**src/rtl/cart_bus_target_pkg.sv**
```systemverilog
package cart_bus_target_pkg;
  typedef enum logic [1:0] {
    TS_IDLE  = 2'd0,
    TS_UPPER = 2'd1,
    TS_READY = 2'd2
  } tgt_state_e;

  localparam int unsigned STB_NUM = 4;
  localparam int unsigned STB_ALH = 0;
  localparam int unsigned STB_ALL = 1;
  localparam int unsigned STB_RD  = 2;
  localparam int unsigned STB_WR  = 3;
endpackage

```
**src/rtl/cbt_sync_pipe.sv**
```systemverilog
module cbt_sync_pipe #(
  parameter int unsigned W      = 4,
  parameter int unsigned STAGES = 2,
  parameter logic        RST_V  = 1'b1
) (
  input  logic         clk,
  input  logic         rst_n,
  input  logic [W-1:0] d_i,
  output logic [W-1:0] q_o
);
  logic [W-1:0] stage_q [STAGES];

  generate
    for (genvar s = 0; s < STAGES; s++) begin : g_stage
      logic [W-1:0] src;
      if (s == 0) begin : g_first
        assign src = d_i;
      end else begin : g_next
        assign src = stage_q[s-1];
      end
      always_ff @(posedge clk or negedge rst_n) begin
        if (!rst_n) stage_q[s] <= {W{RST_V}};
        else        stage_q[s] <= src;
      end
    end
  endgenerate

  assign q_o = stage_q[STAGES-1];
endmodule

```
**src/rtl/cbt_edge_detect.sv**
```systemverilog
module cbt_edge_detect #(
  parameter int unsigned W = 4
) (
  input  logic         clk,
  input  logic         rst_n,
  input  logic [W-1:0] lvl_i,
  output logic [W-1:0] fall_o,
  output logic [W-1:0] rise_o
);
  logic [W-1:0] prev_q;

  always_ff @(posedge clk or negedge rst_n) begin
    if (!rst_n) prev_q <= '1;
    else        prev_q <= lvl_i;
  end

  generate
    for (genvar i = 0; i < W; i++) begin : g_edge
      assign fall_o[i] =  prev_q[i] & ~lvl_i[i];
      assign rise_o[i] = ~prev_q[i] &  lvl_i[i];
    end
  endgenerate
endmodule

```
**src/rtl/cbt_addr_track.sv**
```systemverilog
module cbt_addr_track
  import cart_bus_target_pkg::*;
#(
  parameter int unsigned AW = 32,
  parameter int unsigned DW = 16
) (
  input  logic          clk,
  input  logic          rst_n,
  input  logic          sel_i,
  input  logic          alh_fall_i,
  input  logic          alh_rise_i,
  input  logic          all_fall_i,
  input  logic          rd_rise_i,
  input  logic          wr_rise_i,
  input  logic [DW-1:0] ad_i,
  output tgt_state_e    state_o,
  output logic [AW-1:0] addr_o,
  output logic          wr_en_o
);
  localparam int unsigned STEP = DW / 8;

  tgt_state_e    state_q, state_d;
  logic [AW-1:0] addr_q, addr_d;
  logic          beat;

  assign beat = (state_q == TS_READY) && sel_i && (rd_rise_i || wr_rise_i);

  always_comb begin
    state_d = state_q;
    addr_d  = addr_q;
    if (alh_rise_i) begin
      state_d = TS_IDLE;
    end else if (alh_fall_i) begin
      addr_d[AW-1:DW] = ad_i;
      state_d         = TS_UPPER;
    end else if (all_fall_i && sel_i && (state_q != TS_IDLE)) begin
      addr_d[DW-1:0] = {ad_i[DW-1:1], 1'b0};
      state_d        = TS_READY;
    end else if (beat) begin
      addr_d = addr_q + AW'(STEP);
    end
  end

  always_ff @(posedge clk or negedge rst_n) begin
    if (!rst_n) begin
      state_q <= TS_IDLE;
      addr_q  <= '0;
    end else begin
      state_q <= state_d;
      addr_q  <= addr_d;
    end
  end

  assign wr_en_o = beat && wr_rise_i && !alh_rise_i && !alh_fall_i && !all_fall_i;
  assign state_o = state_q;
  assign addr_o  = addr_q;
endmodule

```
**src/rtl/cbt_halfword_store.sv**
```systemverilog
module cbt_halfword_store #(
  parameter int unsigned IDX_W = 8,
  parameter int unsigned DW    = 16
) (
  input  logic             clk,
  input  logic             we_i,
  input  logic [IDX_W-1:0] idx_i,
  input  logic [DW-1:0]    wdata_i,
  output logic [DW-1:0]    rdata_o
);
  localparam int unsigned DEPTH = 1 << IDX_W;

  logic [DW-1:0] mem [DEPTH];

  always_ff @(posedge clk) begin
    if (we_i) mem[idx_i] <= wdata_i;
  end

  assign rdata_o = mem[idx_i];
endmodule

```
**src/rtl/cart_bus_target.sv**
```systemverilog
module cart_bus_target
  import cart_bus_target_pkg::*;
#(
  parameter int unsigned AW     = 32,
  parameter int unsigned DW     = 16,
  parameter int unsigned IDX_W  = 8,
  parameter int unsigned STAGES = 2
) (
  input  logic          clk,
  input  logic          rst_n,
  input  logic          alh_n,
  input  logic          all_n,
  input  logic          rd_n,
  input  logic          wr_n,
  input  logic [DW-1:0] ad_in,
  output logic [DW-1:0] ad_out,
  output logic          ad_oe,
  output logic          standby
);
  logic [1:0]         rst_pipe_q;
  logic               rst_int_n;
  logic [STB_NUM-1:0] stb_raw, stb_lvl, stb_fall, stb_rise;
  logic [DW-1:0]      ad_q;
  tgt_state_e         state;
  logic [AW-1:0]      addr;
  logic               wr_en;
  logic               sel;

  always_ff @(posedge clk or negedge rst_n) begin
    if (!rst_n) rst_pipe_q <= 2'b00;
    else        rst_pipe_q <= {rst_pipe_q[0], 1'b1};
  end
  assign rst_int_n = rst_pipe_q[1];

  assign stb_raw[STB_ALH] = alh_n;
  assign stb_raw[STB_ALL] = all_n;
  assign stb_raw[STB_RD]  = rd_n;
  assign stb_raw[STB_WR]  = wr_n;

  cbt_sync_pipe #(.W(STB_NUM), .STAGES(STAGES), .RST_V(1'b1)) u_stb_sync (
    .clk(clk), .rst_n(rst_int_n), .d_i(stb_raw), .q_o(stb_lvl)
  );

  cbt_sync_pipe #(.W(DW), .STAGES(STAGES), .RST_V(1'b0)) u_ad_sync (
    .clk(clk), .rst_n(rst_int_n), .d_i(ad_in), .q_o(ad_q)
  );

  cbt_edge_detect #(.W(STB_NUM)) u_edge (
    .clk(clk), .rst_n(rst_int_n), .lvl_i(stb_lvl),
    .fall_o(stb_fall), .rise_o(stb_rise)
  );

  assign sel = ~stb_lvl[STB_ALH];

  cbt_addr_track #(.AW(AW), .DW(DW)) u_track (
    .clk(clk), .rst_n(rst_int_n), .sel_i(sel),
    .alh_fall_i(stb_fall[STB_ALH]), .alh_rise_i(stb_rise[STB_ALH]),
    .all_fall_i(stb_fall[STB_ALL]),
    .rd_rise_i(stb_rise[STB_RD]), .wr_rise_i(stb_rise[STB_WR]),
    .ad_i(ad_q), .state_o(state), .addr_o(addr), .wr_en_o(wr_en)
  );

  cbt_halfword_store #(.IDX_W(IDX_W), .DW(DW)) u_store (
    .clk(clk), .we_i(wr_en), .idx_i(addr[IDX_W:1]),
    .wdata_i(ad_q), .rdata_o(ad_out)
  );

  assign ad_oe   = (state == TS_READY) && sel && ~stb_lvl[STB_RD];
  assign standby = ~sel;
endmodule

```
**config.mk**
```make
export PLATFORM = sky130hd
export DESIGN_NAME = cart_bus_target
export DESIGN_NICKNAME = d
export VERILOG_FILES = /design/src/rtl/cart_bus_target_pkg.sv /design/src/rtl/cbt_sync_pipe.sv /design/src/rtl/cbt_edge_detect.sv /design/src/rtl/cbt_addr_track.sv /design/src/rtl/cbt_halfword_store.sv /design/src/rtl/cart_bus_target.sv
export SDC_FILE = /design/constraint.sdc
export NUM_CORES = 2
export LEC_CHECK = 0
export BUFFER_PORTS_ARGS = -buffer_cell sky130_fd_sc_hd__buf_4
export CORE_ASPECT_RATIO = 0.8
export CORE_MARGIN = 10
export CORE_UTILIZATION = 50
export DETAILED_ROUTE_END_ITERATION = 16
export GPL_TIMING_DRIVEN = 0
export HOLD_SLACK_MARGIN = 0.05
export PLACE_DENSITY = 0.65
export SLEW_MARGIN = 20
export SYNTH_ARGS = -nofsm -noshare
export SYNTH_HDL_FRONTEND = slang
export SYNTH_SLANG_ARGS = --single-unit
```
**constraint.sdc**
```tcl
create_clock -name clk -period 7.3 [get_ports clk]
set_input_delay 0.73 -clock clk [delete_from_list [all_inputs] [get_ports clk]]
set_output_delay 0.73 -clock clk [all_outputs]
set_load 0.02 [all_outputs]
```
==> results.ini <==
[status]
status = complete, but fails checks
violations = negative setup slack

[critical_path]
critPathTopFamily = buffers and inverters
critPathKind = reg2out
path_cells = buf_2, clkbuf_1, clkbuf_1, mux4_2, a22oi_1, a21oi_1, o41ai_1, nand4_1, buf_4
slowest_delay_ps = 980
cp-start-kind = flip-flop
worst-path-buf-inv = 4
crit_arrival_ps = 6760
slowest_stage = o41ai_1
end_kind = output port
critical_path_required_ps = 6570
critPathMaxFanout = 10
crit_top_cell = clkbuf_1

[drt]
wl_mm = 442
vias_per_cell = 6.55
dr.pass1.iters = 6
drt_iter0_markers = 12800
post-route-drc-count = 0
wl_per_cell_um = 36.6
vias = 79100
ant_nets = 0

[placement]
port_buffers = 39
dp_slack_ps = 505
placed_cells_incl_taps = 11300
hpwl_mm = 304
gp_congestion = 0.934

[final_layout]
fillCellCount = 22000
ff_latch_area_sq_mm = 0.124
layout_commonest_cell = edfxtp_1
layout.cells.non_filler = 12100
area_delta_synth_final_pct = 15.6
multi_input_area_sq_mm = 0.0314
final_cell_mix = edfxtp_1, mux4_2, a22oi_1
drive_above_1_share_pct = 30.4
final_nets = 7632

[yosys]
synth_ff_type = edfxtp_1
synth_top_area_share_pct = 78.5
synthCells = 6819
ys_types = 37
synth_edf_count = 4096
syn-num-nets = 6847
synth_warnings = 0
synth_area_leaders = edfxtp_1, mux4_2, a22oi_1, a21oi_1, dfrtp_1
yosysSeqAreaShare_pct = 79.4
synth_top_area_cell = edfxtp_1
synthArstFlopShare_pct = 1.35
synth-seq-cells = 4152
synth_area_sq_mm = 0.157
syn_area_per_cell_sq_um = 23.0

[timing]
slew-limit-headroom_pct = 16.7
rsz0062_at_grt = no
tns_ps = -586
setup_violations = 7
hold_violations = 0
period_share_pct = 103
finalCriticalPeriod_ps = 7490
worst_slew_pin_slew_ps = 1250
timing.final.ws_setup_ps = -185
skew_ps = 55.0
clock.fmax_mhz = 134
maxSlewViolCount = 0

[global_route]
grt_usage_pct = 25.9
antenna_found_initial = 20
grt_pass1_wl_mm = 611
grt_pass1_vias = 77400
grt_overflow = 0
grt_max_degree = 76

[cts]
tritoncts = done
cts_max_path_buffers = 4
post-cts-setup-buffers = 0
cts_htree_levels = 5
clk_pin_slew_ps = 60
cts_root_buf = clkbuf_16
clk_latency_ps = 940
cts_buffers = 396
cts_sinks = 4152

[floorplan]
die-area_sq_mm = 0.336
start_util_pct = 50.3
ios = 40
die_w_um = 646
core_sq_mm = 0.311
die_h_um = 521
rows = 183

[power]
peakVddDrop_v = 0.000237
p_leak_nw = 55.5
p_per_area_mw_per_mm2 = 348

[flow_run]
drv_cap = 0

[min_path]
hp-class = reg2async

==> sequential cells by signal, indices dropped and copies added, names as in the netlist <==
name	count
rst_pipe_q	2
u_ad_sync.g_stage.src	16
u_ad_sync.q_o	16
u_edge.prev_q	4
u_stb_sync.g_stage.src	4
u_stb_sync.q_o	4
u_store.mem	4096
u_track.addr_o	8
u_track.state_o	2
==> area by class of cell <==
| type | count | share of cell area, % |
|---|---|---|
| Antenna cell | 11 | 0.0152 |
| Clock buffer | 466 | 5.66 |
| Tap cell | 4162 | 2.88 |
| Sequential cell | 4152 | 68.7 |
| Buffer | 418 | 1.06 |
| Timing Repair Buffer | 387 | 3.14 |
| Multi-Input combinational cell | 2243 | 17.3 |
| Inverter | 6 | 0.0124 |
| Clock inverter | 240 | 1.18 |
==> final timing paths <==
kind	startpoint	endpoint	slack, ps	depth (start not counted)
worst max-delay path	u_track.addr_o[2]$_DFFE_PN0P_	ad_out[11]	-190	9
worst min-delay path	rst_pipe_q[1]$_DFF_PN0_	u_ad_sync.g_stage[1].src[9]$_DFF_PN0_	120	0
worst max register to register	u_track.addr_o[3]$_DFFE_PN0P_	u_store.mem[198][6]$_DFFE_PP_	1030	7
worst min register to register	rst_pipe_q[1]$_DFF_PN0_	u_ad_sync.g_stage[1].src[9]$_DFF_PN0_	120	0
max in group asynchronous	rst_pipe_q[1]$_DFF_PN0_	u_stb_sync.q_o[0]$_DFF_PN1_	6660	1
min in group clk	u_ad_sync.g_stage[1].src[7]$_DFF_PN0_	u_ad_sync.q_o[7]$_DFF_PN0_	330	0
==> cells in the mapped netlist (2+ instances only) <==
cell and count:
nand4_1 16, a21oi_1 262, mux4_2 1024, nand2_1 37, o21ai_0 14, ha_1 6
a22oi_1 512, nand2b_1 6, dfstp_2 12, buf_4 32, dfrtp_1 44, edfxtp_1 4096
and2_1 8, nand3_1 3, inv_1 6, a31oi_1 2, buf_2 71, nor3_1 3
nor2b_1 5, buf_6 9, or3_1 2, clkbuf_1 261, o41ai_1 64, buf_1 45
nor2_1 267
==> per-layer routing <==
layer	routed length, um	track usage [%]	vias up
met2	193000	37.3	5075
met5	179	0	-
met3	61900	9.73	832
met1	166000	36.3	42300
met4	20400	9.97	22
li1	-	-	30900
==> worst register-to-register path: cells and delay by family (launching register included) <==
kind	cells	cell delay, ps
flip-flops	1	540
AND/OR/NAND/NOR	3	2100
buffers and inverters	4	3220
==> cell families (layout without fill, tap and decap cells) <==
group / count (synthesis) / after routing / share of synthesized area, %
flip-flops: 4152 / 4152 / 79.4
multiplexers: 1026 / 1026 / 14.7
AO/OA/AOI/OAI: 859 / 859 / 3.73
buffers and inverters: 424 / 1517 / 1.19
AND/OR/NAND/NOR: 351 / 351 / 0.917
adder cells (fa/ha/maj): 6 / 6 / 0.0479
other: 1 / 12 / 0.00239
==> through the flow <==
step	cell area (sq um)	hold slack, ps	total power, mW	util [%]
after CTS	181000	108	63.0	58.1
final	181000	121	63.0	58.2
after detailed placement	168000	125	43.2	54.1
after global placement	162000	336	43.0	52.1
after global routing	181000	126	64.7	58.2
after floorplan	157000	331	36.7	-
==> power by group <==
| group | switching [mW] | internal [mW] | leakage [nW] |
|---|---|---|---|
| sequential | 0.100 | 26.2 | 37.4 |
| combinational | 10.4 | 6.31 | 12.0 |
| clock | 8.74 | 11.3 | 6.08 |
==> repair_timing <==
action / in CTS / in global routing
hold endpoints to repair: 22 / 0
setup endpoints to repair: 12 / 3
hold buffers: 21 / 0
resized for setup: 14 / 4
No activity file was read; power rests on OpenSTA's default activity.
